**config.mk**
```make
export PLATFORM = sky130hd
export DESIGN_NAME = pwr_gate_seq
export DESIGN_NICKNAME = d
export VERILOG_FILES = /design/src/rtl/pwr_gate_pkg.sv /design/src/rtl/pwr_gate_timer.sv /design/src/rtl/pwr_gate_fsm.sv /design/src/rtl/pwr_gate_outreg.sv /design/src/rtl/pwr_gate_seq.sv
export SDC_FILE = /design/constraint.sdc
export NUM_CORES = 1
export LEC_CHECK = 0
export BUFFER_PORTS_ARGS = -buffer_cell sky130_fd_sc_hd__buf_2
export CAP_MARGIN = 20
export CORE_ASPECT_RATIO = 1.25
export CORE_MARGIN = 10
export CORE_UTILIZATION = 40
export CTS_BUF_LIST = sky130_fd_sc_hd__clkbuf_4
export DETAILED_ROUTE_END_ITERATION = 10
export HOLD_SLACK_MARGIN = 0.06
export REMOVE_ABC_BUFFERS = 1
export SETUP_SLACK_MARGIN = 0.05
export SLEW_MARGIN = 20
export SYNTH_ARGS = -nofsm -noshare
export SYNTH_HDL_FRONTEND = slang
export SYNTH_SLANG_ARGS = --single-unit
```
**constraint.sdc**
```tcl
create_clock -name clk -period 4.27 [get_ports clk]
set_input_delay 1.0675 -clock clk [delete_from_list [all_inputs] [get_ports clk]]
set_output_delay 1.0675 -clock clk [all_outputs]
set_load 0.01 [all_outputs]
```
**src/rtl/pwr_gate_pkg.sv**
```systemverilog
package pwr_gate_pkg;

  typedef enum logic [3:0] {
    PG_OFF, PG_ON,
    SL_CLK, SL_ISO, SL_SAVE, SL_RST, SL_PWR,
    WK_PWR, WK_ACK, WK_RESTORE, WK_RST, WK_CLK, WK_ISO
  } pg_state_e;

  typedef struct packed {
    logic clk_en;
    logic iso_n;
    logic save;
    logic rst_n;
    logic pwr_on_n;
    logic restore;
  } pg_ctrl_t;

  localparam logic [1:0] ST_OFF   = 2'b00;
  localparam logic [1:0] ST_ON    = 2'b01;
  localparam logic [1:0] ST_TRANS = 2'b10;

  // Control vector presented while the sequencer sits in a given state.
  function automatic pg_ctrl_t ctrl_of(pg_state_e s);
    pg_ctrl_t c;
    case (s)
      PG_ON:      c = '{1'b1, 1'b1, 1'b0, 1'b1, 1'b0, 1'b0};
      SL_CLK:     c = '{1'b0, 1'b1, 1'b0, 1'b1, 1'b0, 1'b0};
      SL_ISO:     c = '{1'b0, 1'b0, 1'b0, 1'b1, 1'b0, 1'b0};
      SL_SAVE:    c = '{1'b0, 1'b0, 1'b1, 1'b1, 1'b0, 1'b0};
      SL_RST:     c = '{1'b0, 1'b0, 1'b0, 1'b0, 1'b0, 1'b0};
      SL_PWR:     c = '{1'b0, 1'b0, 1'b0, 1'b0, 1'b1, 1'b0};
      WK_PWR:     c = '{1'b0, 1'b0, 1'b0, 1'b0, 1'b0, 1'b0};
      WK_ACK:     c = '{1'b0, 1'b0, 1'b0, 1'b0, 1'b0, 1'b0};
      WK_RESTORE: c = '{1'b0, 1'b0, 1'b0, 1'b0, 1'b0, 1'b1};
      WK_RST:     c = '{1'b0, 1'b0, 1'b0, 1'b1, 1'b0, 1'b0};
      WK_CLK:     c = '{1'b1, 1'b0, 1'b0, 1'b1, 1'b0, 1'b0};
      WK_ISO:     c = '{1'b1, 1'b1, 1'b0, 1'b1, 1'b0, 1'b0};
      default:    c = '{1'b0, 1'b0, 1'b0, 1'b0, 1'b1, 1'b0};
    endcase
    return c;
  endfunction

endpackage

```
**src/rtl/pwr_gate_timer.sv**
```systemverilog
module pwr_gate_timer #(
  parameter int CNT_W = 8
) (
  input  logic             clk,
  input  logic             rst,
  input  logic             load,
  input  logic [CNT_W-1:0] len,
  output logic             done
);
  logic [CNT_W-1:0] cnt_q;

  // A step of length len occupies len cycles; zero is treated as one.
  always_ff @(posedge clk) begin
    if (rst) begin
      cnt_q <= '0;
    end else if (load) begin
      cnt_q <= (len == '0) ? '0 : len - 1'b1;
    end else if (cnt_q != '0) begin
      cnt_q <= cnt_q - 1'b1;
    end
  end

  assign done = (cnt_q == '0);
endmodule

```
**src/rtl/pwr_gate_fsm.sv**
```systemverilog
module pwr_gate_fsm
  import pwr_gate_pkg::*;
(
  input  logic      clk,
  input  logic      rst,
  input  logic      sleep_req,
  input  logic      wake_req,
  input  logic      pwr_ack,
  input  logic      step_done,
  output pg_state_e state_q,
  output pg_state_e state_d
);
  always_comb begin
    state_d = state_q;
    case (state_q)
      PG_ON:      if (sleep_req) state_d = SL_CLK;
      PG_OFF:     if (wake_req)  state_d = WK_PWR;
      SL_CLK:     if (step_done) state_d = SL_ISO;
      SL_ISO:     if (step_done) state_d = SL_SAVE;
      SL_SAVE:    if (step_done) state_d = SL_RST;
      SL_RST:     if (step_done) state_d = SL_PWR;
      SL_PWR:     if (step_done) state_d = PG_OFF;
      WK_PWR:     if (step_done) state_d = WK_ACK;
      WK_ACK:     if (pwr_ack)   state_d = WK_RESTORE;
      WK_RESTORE: if (step_done) state_d = WK_RST;
      WK_RST:     if (step_done) state_d = WK_CLK;
      WK_CLK:     if (step_done) state_d = WK_ISO;
      WK_ISO:     if (step_done) state_d = PG_ON;
      default:                   state_d = PG_OFF;
    endcase
  end

  always_ff @(posedge clk) begin
    if (rst) state_q <= PG_OFF;
    else     state_q <= state_d;
  end
endmodule

```
**src/rtl/pwr_gate_outreg.sv**
```systemverilog
module pwr_gate_outreg
  import pwr_gate_pkg::*;
(
  input  logic      clk,
  input  logic      rst,
  input  pg_state_e state_q,
  input  pg_state_e state_d,
  output pg_ctrl_t  ctrl,
  output logic [1:0] status,
  output logic      req_ack
);
  always_ff @(posedge clk) begin
    if (rst) begin
      ctrl    <= ctrl_of(PG_OFF);
      status  <= ST_OFF;
      req_ack <= 1'b0;
    end else begin
      ctrl    <= ctrl_of(state_d);
      status  <= (state_d == PG_OFF) ? ST_OFF :
                 (state_d == PG_ON)  ? ST_ON  : ST_TRANS;
      req_ack <= ((state_q == PG_ON)  && (state_d == SL_CLK)) ||
                 ((state_q == PG_OFF) && (state_d == WK_PWR));
    end
  end
endmodule

```
**src/rtl/pwr_gate_seq.sv**
```systemverilog
module pwr_gate_seq
  import pwr_gate_pkg::*;
#(
  parameter int CNT_W = 8
) (
  input  logic             clk,
  input  logic             rst,
  input  logic             sleep_req,
  input  logic             wake_req,
  input  logic             pwr_ack,
  input  logic [CNT_W-1:0] step_cycles,
  output logic             clk_en,
  output logic             iso_n,
  output logic             save,
  output logic             rst_n,
  output logic             pwr_on_n,
  output logic             restore,
  output logic [1:0]       status,
  output logic             req_ack
);
  pg_state_e state_q, state_d;
  logic      step_done;
  pg_ctrl_t  ctrl;

  pwr_gate_timer #(.CNT_W(CNT_W)) u_timer (
    .clk  (clk),
    .rst  (rst),
    .load (state_d != state_q),
    .len  (step_cycles),
    .done (step_done)
  );

  pwr_gate_fsm u_fsm (
    .clk       (clk),
    .rst       (rst),
    .sleep_req (sleep_req),
    .wake_req  (wake_req),
    .pwr_ack   (pwr_ack),
    .step_done (step_done),
    .state_q   (state_q),
    .state_d   (state_d)
  );

  pwr_gate_outreg u_out (
    .clk     (clk),
    .rst     (rst),
    .state_q (state_q),
    .state_d (state_d),
    .ctrl    (ctrl),
    .status  (status),
    .req_ack (req_ack)
  );

  assign clk_en   = ctrl.clk_en;
  assign iso_n    = ctrl.iso_n;
  assign save     = ctrl.save;
  assign rst_n    = ctrl.rst_n;
  assign pwr_on_n = ctrl.pwr_on_n;
  assign restore  = ctrl.restore;
endmodule

```
==> results.cfg <==
[cells_and_area]
fin_nets = 222
areaGrowthSynthToFinish_pct = 8.26
fin_area_um2 = 1660
diodes = 0
drive_above_1_share = 0.184

[worst_hold_path]
min_from = u_timer.cnt_q[4]
hp-class = flip-flop to flip-flop
holdPathEnd = u_timer.cnt_q[4]
whs_path_depth = 3

[place]
place_congestion = 0.786
placed_cell_area_um2 = 1630
port_buffers = 21
dp_hpwl_um = 2570

[timing]
setup_viol = 0
drv_slew = 0
finalCritPeriodShare = 0.688
min_period_ps = 2940
max_freq_mhz = 340
tightest_slew_ps = 957
skew_ps = 4.71
maxSlewHeadroom = 0.357
rsz0062_at_grt = false
setup_tns_ps = 0
finalHoldViolations = 0

[die]
core-area_um2 = 3750
start_util = 0.408
die_h_um = 89.2
top_level_ports = 22
dieArea_um2 = 6710
fp.dieW_um = 75.3
num_rows = 25

[clock_network]
clock-root-buffer = clkbuf_4
clkSlewWorstSetupHoldPaths_ps = 110
htree_num_levels = 1
clock_path_buffers = 2
tritoncts = built
cts_buffers = 3
cts_sinks = 21
hold_buffers = 0
cts.repair.resized = 0
cts_setup_buffers = 0
clk_latency_ps = 300

[flow_run]
maxCapViolations = 0

[power]
combPwrFrac = 0.607
intPower_w = 0.000626
switching_share = 0.455
clockPowerShare = 0.088
total_power_w = 0.00115
p_leak_nw = 0.733
p_seq_frac = 0.305
power.density_nw_per_um2 = 693
p_sw_w = 0.000523
vdd_drop_max_uv = 223

[route]
post_drt_wl_per_cell_um = 13.8
final_antenna_net_count = 0
first_iter_violations = 136
viasPerCell = 5.63
drc = 0
vias = 1357
dr.pass1.iters = 4
wl_um = 3330

[worst_setup_path]
reg2reg_slack_ps = 1330
start_kind = flip-flop
worstSetupEndpointType = flip-flop
r2r_cells = 11
reg2reg_from = u_timer.cnt_q[0]
critPathKind = flip-flop to flip-flop
critPathRequiredTime_ps = 4480
reg2reg_to = u_out.ctrl[5]
crit_fanout = 8
critPathArrivalTime_ps = 3150

[synthesis]
yosys_warnings = 0
syn_avg_cell_area_um2 = 8.18
seq_area_frac_synth = 0.275
syn_inst = 187
syn_area_um2 = 1530
async_flop_share = 0
synth_enable_flop_cells = 0
synth_cell_types = 55
synth_flop_cell = dfxtp_1
ys_seq_elements = 21

[global_routing]
grt_util_met3 = 0.0244
busiest_layer = met2
grt_pass1_wl_um = 5660
overflow = 0
gr-usage-met2 = 0.184
grt_pass1_vias = 1279
grt_max_degree = 20
track_usage = 0.105
grtUsageMet1 = 0.121
antenna_found_initial = 0

[outcome]
status = finished clean
-- flip-flops by register name, indices dropped and copies added (netlist names) --
| signal | flops |
|---|---|
| u_fsm.state_q | 4 |
| u_out.ctrl | 6 |
| u_timer.cnt_q | 8 |
| u_out.status | 2 |
| u_out.req_ack | 1 |
-- cells in the mapped netlist, types with 3 or more instances --
library cell | instances | area [µm²]
a21oi_1 | 4 | 20.0
a31oi_1 | 3 | 18.8
clkbuf_1 | 6 | 22.5
dfxtp_1 | 21 | 420
ha_1 | 7 | 87.6
inv_1 | 12 | 45.0
mux2_4 | 3 | 45.0
mux2i_1 | 9 | 90.1
nand2_1 | 14 | 52.6
nand2b_1 | 3 | 18.8
nor2_1 | 26 | 97.6
nor2b_1 | 3 | 18.8
nor3_1 | 4 | 20.0
nor3b_1 | 3 | 22.5
o21a_1 | 4 | 30.0
o21ai_0 | 3 | 15.0
o21ai_1 | 3 | 15.0
xnor2_1 | 5 | 43.8
xor2_1 | 5 | 43.8
-- worst max path at each step --
| stage | startpoint | to | slack (ps) | cells after the start |
|---|---|---|---|---|
| after floorplan | wake_req | u_out.ctrl[5] | 1410 | 9 |
| after global placement | wake_req | u_out.ctrl[5] | 1160 | 10 |
| after detailed placement | wake_req | u_out.ctrl[5] | 1110 | 10 |
| after CTS | u_timer.cnt_q[0] | u_out.ctrl[5] | 1320 | 10 |
| after global routing | u_timer.cnt_q[0] | u_out.ctrl[5] | 1060 | 10 |
| final | u_timer.cnt_q[0] | u_out.ctrl[5] | 1330 | 11 |
-- through the flow --
stage	util	instances	setup WS, ps	hold WS, ps
3_3_place_gp	0.433	237	1160	642
3_5_place_dp	0.433	237	1110	622
4_1_cts	0.441	241	1320	648
2_1_floorplan	-	176	1410	593
6_report	0.441	241	1330	645
5_1_grt	0.441	241	1060	687
-- cells in the final DEF, fill, tap and decap left out, types with 3 or more instances in the layout --
master / netlist / final
a21oi_1: 4 / 4
a31oi_1: 3 / 3
buf_2: 2 / 21
clkbuf_4: 0 / 4
dfxtp_1: 21 / 21
ha_1: 7 / 7
inv_1: 12 / 12
mux2_4: 3 / 3
mux2i_1: 9 / 9
nand2_1: 14 / 14
nand2b_1: 3 / 3
nor2_1: 26 / 26
nor2b_1: 3 / 3
nor3_1: 4 / 4
nor3b_1: 3 / 3
o21a_1: 4 / 4
o21ai_0: 3 / 3
o21ai_1: 3 / 3
xnor2_1: 5 / 5
xor2_1: 5 / 5
-- final cells by class --
class / count / area, µm²
clock buffer: 4 / 30.0
timing repair buffer: 21 / 105
inverter: 12 / 45.0
fill: 393 / 2100
tap: 40 / 50.0
sequential: 21 / 420
multi-input combinational: 143 / 1010
-- routing by layer --
| layer | share of wire | wire length, µm | up-vias |
|---|---|---|---|
| met5 | 0 | 0 | - |
| met4 | 0.0072 | 24 | 0 |
| met3 | 0.039 | 130 | 2 |
| met2 | 0.50 | 1660 | 29 |
| met1 | 0.45 | 1520 | 638 |
| li1 | - | - | 688 |
-- power by group through the flow --
stage | Combinational [W] | Sequential, W | Clock, W
after floorplan | 0.000541 | 0.000346 | 0
after global placement | 0.000700 | 0.000356 | 0
after detailed placement | 0.000697 | 0.000354 | 0
after CTS | 0.000703 | 0.000350 | 0.000107
after global routing | 0.000787 | 0.000363 | 0.000114
final | 0.000698 | 0.000350 | 0.000101
-- critical path, cell delays in order (launching register included) --
cell	delay, ps
dfxtp_1	350
inv_1	90
ha_1	320
or3b_1	470
nor2_1	340
o21ai_1	160
nor2_1	350
inv_1	130
ha_1	240
or3b_2	190
a21boi_1	50
o21a_1	160
-- kinds of logic after synthesis --
| kind of cell | after synthesis | synth area share |
|---|---|---|
| muxes | 13 | 0.0957 |
| buffers and inverters | 23 | 0.0679 |
| AOI/OAI and AO/OA | 33 | 0.153 |
| and+or+nand+nor | 80 | 0.294 |
| adders and majority gates | 7 | 0.0572 |
| DFF | 21 | 0.275 |
| xor gates and xnor gates | 10 | 0.0572 |
No activity file was read; power rests on OpenSTA's default activity.
